File: src/rtl/vo_pkg.sv
package vo_pkg;
  typedef enum logic [1:0] {
    FMT_RGB = 2'd0,
    FMT_YUV = 2'd1,
    FMT_YCC = 2'd2,
    FMT_YC  = 2'd3
  } vo_fmt_e;

  function automatic logic fmt_has_chroma(vo_fmt_e f);
    return f != FMT_RGB;
  endfunction

  function automatic logic fmt_takes_aux(vo_fmt_e f);
    return f != FMT_YCC;
  endfunction
endpackage

File: src/rtl/vo_luma_limit.sv
module vo_luma_limit #(
  parameter int W  = 10,
  parameter int LO = 64,
  parameter int HI = 940
) (
  input  logic [W-1:0] luma,
  output logic         at_limit
);
  localparam logic [W-1:0] LO_V = W'(LO);
  localparam logic [W-1:0] HI_V = W'(HI);

  always_comb begin
    at_limit = (luma <= LO_V) || (luma >= HI_V);
  end
endmodule

File: src/rtl/vo_chroma_stage.sv
module vo_chroma_stage #(
  parameter int W = 10
) (
  input  logic [W-1:0] din,
  input  logic         blank,
  input  logic         flip,
  output logic [W-1:0] dout
);
  localparam logic [W-1:0] SIGN = {1'b1, {(W-1){1'b0}}};

  logic [W-1:0] zeroed;

  always_comb begin
    zeroed = blank ? '0 : din;
    dout   = flip ? (zeroed ^ SIGN) : zeroed;
  end
endmodule

File: src/rtl/vo_round.sv
module vo_round #(
  parameter int W    = 10,
  parameter int DROP = 2
) (
  input  logic [W-1:0] din,
  input  logic         en,
  output logic [W-1:0] dout
);
  localparam int            HALF  = 1 << (DROP - 1);
  localparam logic [W-1:0]  LOWM  = W'((1 << DROP) - 1);
  localparam logic [W-1:0]  MAXV  = {W{1'b1}} & ~LOWM;

  logic [W:0] sum;

  always_comb begin
    sum = {1'b0, din} + (W+1)'(HALF);
    if (!en)
      dout = din;
    else if (sum > {1'b0, MAXV})
      dout = MAXV;
    else
      dout = sum[W-1:0] & ~LOWM;
  end
endmodule

File: src/rtl/video_out_cond.sv
module video_out_cond #(
  parameter int W       = 10,
  parameter int DROP    = 2,
  parameter int LUMA_LO = 64,
  parameter int LUMA_HI = 940
) (
  input  logic         clk,
  input  logic         rst,
  input  logic [9:0]   pri_in,
  input  logic [9:0]   sec_in,
  input  logic [9:0]   ter_in,
  input  logic [1:0]   fmt_sel,
  input  logic         bal_en,
  input  logic         inv_en,
  input  logic         rnd_en,
  input  logic         ins_en,
  input  logic         ins_vld,
  input  logic [9:0]   ins_word,
  output logic [9:0]   pri_out,
  output logic [9:0]   sec_out,
  output logic [9:0]   ter_out
);
  import vo_pkg::*;

  localparam int NCH = 3;

  vo_fmt_e      fmt;
  logic         at_lim;
  logic         do_blank;
  logic         do_flip;
  logic [W-1:0] stage_in  [NCH];
  logic [W-1:0] stage_mid [NCH];
  logic [W-1:0] stage_rnd [NCH];
  logic [W-1:0] nxt_pri, nxt_sec, nxt_ter;

  always_comb begin
    fmt         = vo_fmt_e'(fmt_sel);
    stage_in[0] = pri_in;
    stage_in[1] = sec_in;
    stage_in[2] = ter_in;
    do_blank    = bal_en && fmt_has_chroma(fmt) && at_lim;
    do_flip     = inv_en && fmt_has_chroma(fmt);
  end

  vo_luma_limit #(.W(W), .LO(LUMA_LO), .HI(LUMA_HI)) u_lim (
    .luma     (pri_in),
    .at_limit (at_lim)
  );

  assign stage_mid[0] = stage_in[0];

  genvar gi;
  generate
    for (gi = 1; gi < NCH; gi++) begin : g_chroma
      vo_chroma_stage #(.W(W)) u_cs (
        .din   (stage_in[gi]),
        .blank (do_blank),
        .flip  (do_flip),
        .dout  (stage_mid[gi])
      );
    end
    for (gi = 0; gi < NCH; gi++) begin : g_round
      vo_round #(.W(W), .DROP(DROP)) u_rd (
        .din  (stage_mid[gi]),
        .en   (rnd_en),
        .dout (stage_rnd[gi])
      );
    end
  endgenerate

  always_comb begin
    nxt_pri = stage_rnd[0];
    nxt_sec = stage_rnd[1];
    nxt_ter = stage_rnd[2];
    if (ins_en && ins_vld && fmt_takes_aux(fmt))
      nxt_pri = ins_word;
    if (fmt == FMT_YC)
      nxt_ter = '0;
  end

  always_ff @(posedge clk) begin
    if (rst) begin
      pri_out <= '0;
      sec_out <= '0;
      ter_out <= '0;
    end else begin
      pri_out <= nxt_pri;
      sec_out <= nxt_sec;
      ter_out <= nxt_ter;
    end
  end
endmodule

File: config.mk
export PLATFORM = sky130hd
export DESIGN_NAME = video_out_cond
export DESIGN_NICKNAME = d
export VERILOG_FILES = /design/src/rtl/vo_pkg.sv /design/src/rtl/vo_luma_limit.sv /design/src/rtl/vo_chroma_stage.sv /design/src/rtl/vo_round.sv /design/src/rtl/video_out_cond.sv
export SDC_FILE = /design/constraint.sdc
export NUM_CORES = 1
export LEC_CHECK = 0
export ABC_AREA = 1
export BUFFER_PORTS_ARGS = -buffer_cell sky130_fd_sc_hd__clkbuf_2
export CAP_MARGIN = 20
export CORE_MARGIN = 5
export CORE_UTILIZATION = 37
export CTS_CLUSTER_SIZE = 25
export DETAILED_ROUTE_END_ITERATION = 16
export REMOVE_ABC_BUFFERS = 1
export SYNTH_ARGS = -nofsm -noshare
export SYNTH_HDL_FRONTEND = slang
export SYNTH_HIERARCHICAL = 1
export SYNTH_SLANG_ARGS = --single-unit
File: constraint.sdc
create_clock -name clk -period 3.13 [get_ports clk]
set_input_delay 0.626 -clock clk [delete_from_list [all_inputs] [get_ports clk]]
set_output_delay 0.626 -clock clk [all_outputs]
set_load 0.01 [all_outputs]
==> results.md <==
Route:
- The overall routed net length is 6590 um.
- Dividing the detail-routed via count by the number of cells gives about 4.4.
- The total iterations of the first detailed-routing run is 4.
- The initial detailed-routing violation count is around 120.
- The routed layout has ~2900 vias.
- After detailed routing, the average wire length per cell comes to roughly 10 um.
- The number of nets with antenna violations after routing is 0.
- After detailed routing, the number of remaining DRC violations is 0.

Final layout:
- The repair_antennas step left the layout with diodes totalling 0.
- The final standard cell area without fillers is 0.00321 sq mm.
- The layout has 825 filler cells.
- The multi-input combinational cells in the finished layout cover a total of 0.00158 sq mm.
- The area growth from synthesis to layout is 19.4%.
- Leaving out fill and tap cells, the most frequent cells in the layout are nand2_1 (131), inv_1 (95), nor2_1 (78), clkbuf_2 (78), nand3_1 (40).
- In the final layout, flip-flops and latches occupy 601 sq um.
- The final core utilization is 44.7%.
- The most frequent standard cell in the layout excluding fill and tap cells is nand2_1.
- The fraction of final layout cells with drive strength greater than 1 is 25.8%.
- The count of cells in the finished layout, fillers not included, comes to approximately 660.
- The net count of the finished layout is 609.

Pwr:
- The cell leakage power is 1.94 nW.
- Power spread over the standard cell area amounts to 332 mW/mm^2.
- The worst-case IR drop observed on VDD is 0.138 mV.
- The overall power is 1.07 mW.

Synthesis:
- Synthesis handed over a netlist of 480 instances.
- The post-synthesis sequential area ratio is 22.3%.
- The synthesized flop and latch total is 30.
- By area the synthesized netlist is led by dfxtp_1 (22%), nand2_1 (18%), inv_1 (13%).
- The average size of a mapped cell is 5.60 sq um.
- In this run the cell area of the synthesized design comes to 0.00269 sq mm.
- The library cell occupying the most area in the post-synthesis netlist is dfxtp_1.
- The count of yosys warnings during synthesis is 6.
- The distinct cell type count after synthesis is 25.
- In this run the biggest area consumer among cell types represents between 20 and 25% of the synthesized area.

Clocking:
- The library cell used as clock root buffer is clkbuf_8.
- The clock passes through at most 2 buffers.
- The number of clock buffers added by TritonCTS is 5.
- The CTS tree is yes.
- The number of gates resized after CTS is 0.
- Clock-pin slew was measured on the worst setup and hold paths at 0.06 ns.
- The buffer count from post-CTS setup fixing is 0.
- CTS saw 30 sinks.
- The clock tree synthesis step divided the H-tree into 2 levels.
- For this design, the CTS-stage hold fixing added 0 buffers.

Global routing:
- The first-pass GRT wire length is about 11000 um.
- The number of antenna violations at the first check in global routing is 0.
- The via count of the first global-routing pass came to 2599.
- The largest net degree at the start of global routing is 25.
- The total track usage is 14.9%.
- The total congestion overflow is 0.

Placed design:
- The quantity of I/O buffers inserted on ports is slightly below 80.
- Detailed placement ended at an HPWL of 5340 um.
- The total instance count after detailed placement is 649.
- Prior to clock tree synthesis, the placed netlist has a worst setup slack of 0.199 ns.
- At the end of routability-driven placement, the weighted congestion stood at 0.908.
- After detailed placement, the total cell area comes to 0.00312 sq mm.

Critical path:
- Tracing the worst setup path back leads to its startpoint at pri_in[3].
- The critical path is of the primary input to flip-flop type.
- The most critical setup path has its endpoint at sec_out[4]$_SDFF_PP0_.
- The kind of cell with the highest combined delay along the critical path is simple AND/OR/NAND/NOR gates.
- At the worst endpoint, the required time is 3.35 ns.
- The number of cells on the critical path is 22.
- Of all nets on the critical path, the largest fanout is 20.
- The number of buffers and inverters on the critical path is 4.
- The signal arrival time at the worst endpoint is 2.87 ns.
- Counting stages on the worst path, the most repeated cell is nand2_1.
- Walking the worst path, the cells encountered are clkbuf_2, nand2_1, nand2_1, nand2_1, nand2_1, nand2_1, nand2_1, nand2_1, nor2_1, buf_4, nor2_1, ha_1, nand3_1, o21ai_2, nand2_1, nor2_2, nand3_2, nand3_1, nand2_1, inv_1, inv_1, nor2_1.
- The standard cell with the maximum stage delay on the critical path is ha_1.
- For this run, the slowest stage of the critical path takes between 0.2 and 0.25 ns.
- STA classifies the critical path endpoint as a flip-flop.
- STA classifies the critical path startpoint as a primary input.

STA:
- The headroom to the max-slew limit is 60.4%.
- The fmax is 377 MHz.
- Setup violations remaining at the end of the flow were counted as 0.
- The final critical-path required period is approximately 2.6 ns.
- At the pin with the least slew margin, the transition time is 0.593 ns.
- The final hold violation count was 0.
- The worst hold slack is 0.657 ns.
- The number of pins with negative max-slew slack in the final report is 0.
- The total negative setup slack is 0 ns.
- Setup repair after global routing left no endpoint under its margin.
- Setup slack on the critical path of the routed design comes to 0.481 ns.
- The worst path uses 84.6% of the clock period.

Run:
- The count of max-cap constraint violations is 0.

Outcome:
- The flow ran to the end, and the final reports show no timing, DRC or antenna violations.

Worst hold path:
- The worst hold path begins at ins_word[9].
- The path class of the tightest hold or removal check is primary input to flip-flop.

Floorplan:
- The number of primary I/O pins is approximately 80.
- Once the floorplan was initialized, standard cells occupied between 30% and 40% of the core.
- The count of standard-cell rows is 31.
- The core box area is just over 0.007 sq mm.
- The die outline area is 0.00907 sq mm.
- In this run the horizontal extent of the chip is 95.2 um.
- From bottom edge to top edge, the die measures between 90 and 100 um.
==> synth_stat cells <==
cell type    n
nand2_1    131
inv_1       95
nor2_1      78
nand3_1     40
dfxtp_1     30
a21oi_1     19
nand2_2     18
nor2_2      15
o21ai_1      6
inv_2        5
buf_2        4
buf_6        4
buf_4        3
clkbuf_8     3
ha_1         3
nand3_2      3
nand4_1      3
nand4_2      3
nor2_4       3
o21ai_2      3
or2_2        3
xnor2_1      3
xor2_1       3
and3_1       1
nor3_1       1
==> registers in the layout, indices dropped and copies added, names as in the netlist <==
signal   count
pri_out     10
sec_out     10
ter_out     10
==> area by class of cell <==
cell class	count	area share (%)
multi-input cells	336	49.3
flip-flops and latches	30	18.7
repair buffers	84	13.6
inverters	100	11.7
well taps	99	3.86
clock buffers	7	2.69
clock inverters	1	0.156
==> worst min-delay path by stage <==
| stage | endpoint | cells after the start |
|---|---|---|
| after floorplan | sec_out[0]$_SDFF_PP0_ | 1 |
| after global routing | pri_out[5]$_SDFF_PP0_ | 5 |
| after global placement | pri_out[6]$_SDFF_PP0_ | 5 |
| after CTS | pri_out[9]$_SDFF_PP0_ | 5 |
| after detailed placement | pri_out[2]$_SDFF_PP0_ | 5 |
| final | pri_out[9]$_SDFF_PP0_ | 5 |
==> per-layer routing <==
metal	GRT usage, %	wire length [um]	up-vias
met1	17.2	2980	1239
li1	-	-	1582
met2	27.5	3270	54
met5	0	0	-
met4	3.85	63	0
met3	3.16	282	5
==> report_power, final <==
group,total (mW),leakage [nW],internal [mW],switching [mW]
registers,0.417,0.249,0.410,0.00693
logic,0.333,1.64,0.127,0.206
clock network,0.316,0.0482,0.177,0.139
==> logic make-up (layout without fill, tap and decap cells) <==
kind of cell    count (synthesis)  in the layout  share of synthesized area (%)
simple gates                  299            299                           49.9
buf+inv                       114            192                           18.8
flops                          30             30                           22.3
compound gates                 28             28                           5.63
xor+xnor                        6              6                           1.96
fa+ha+maj                       3              3                           1.40
Power figures use the tool's default switching activity.
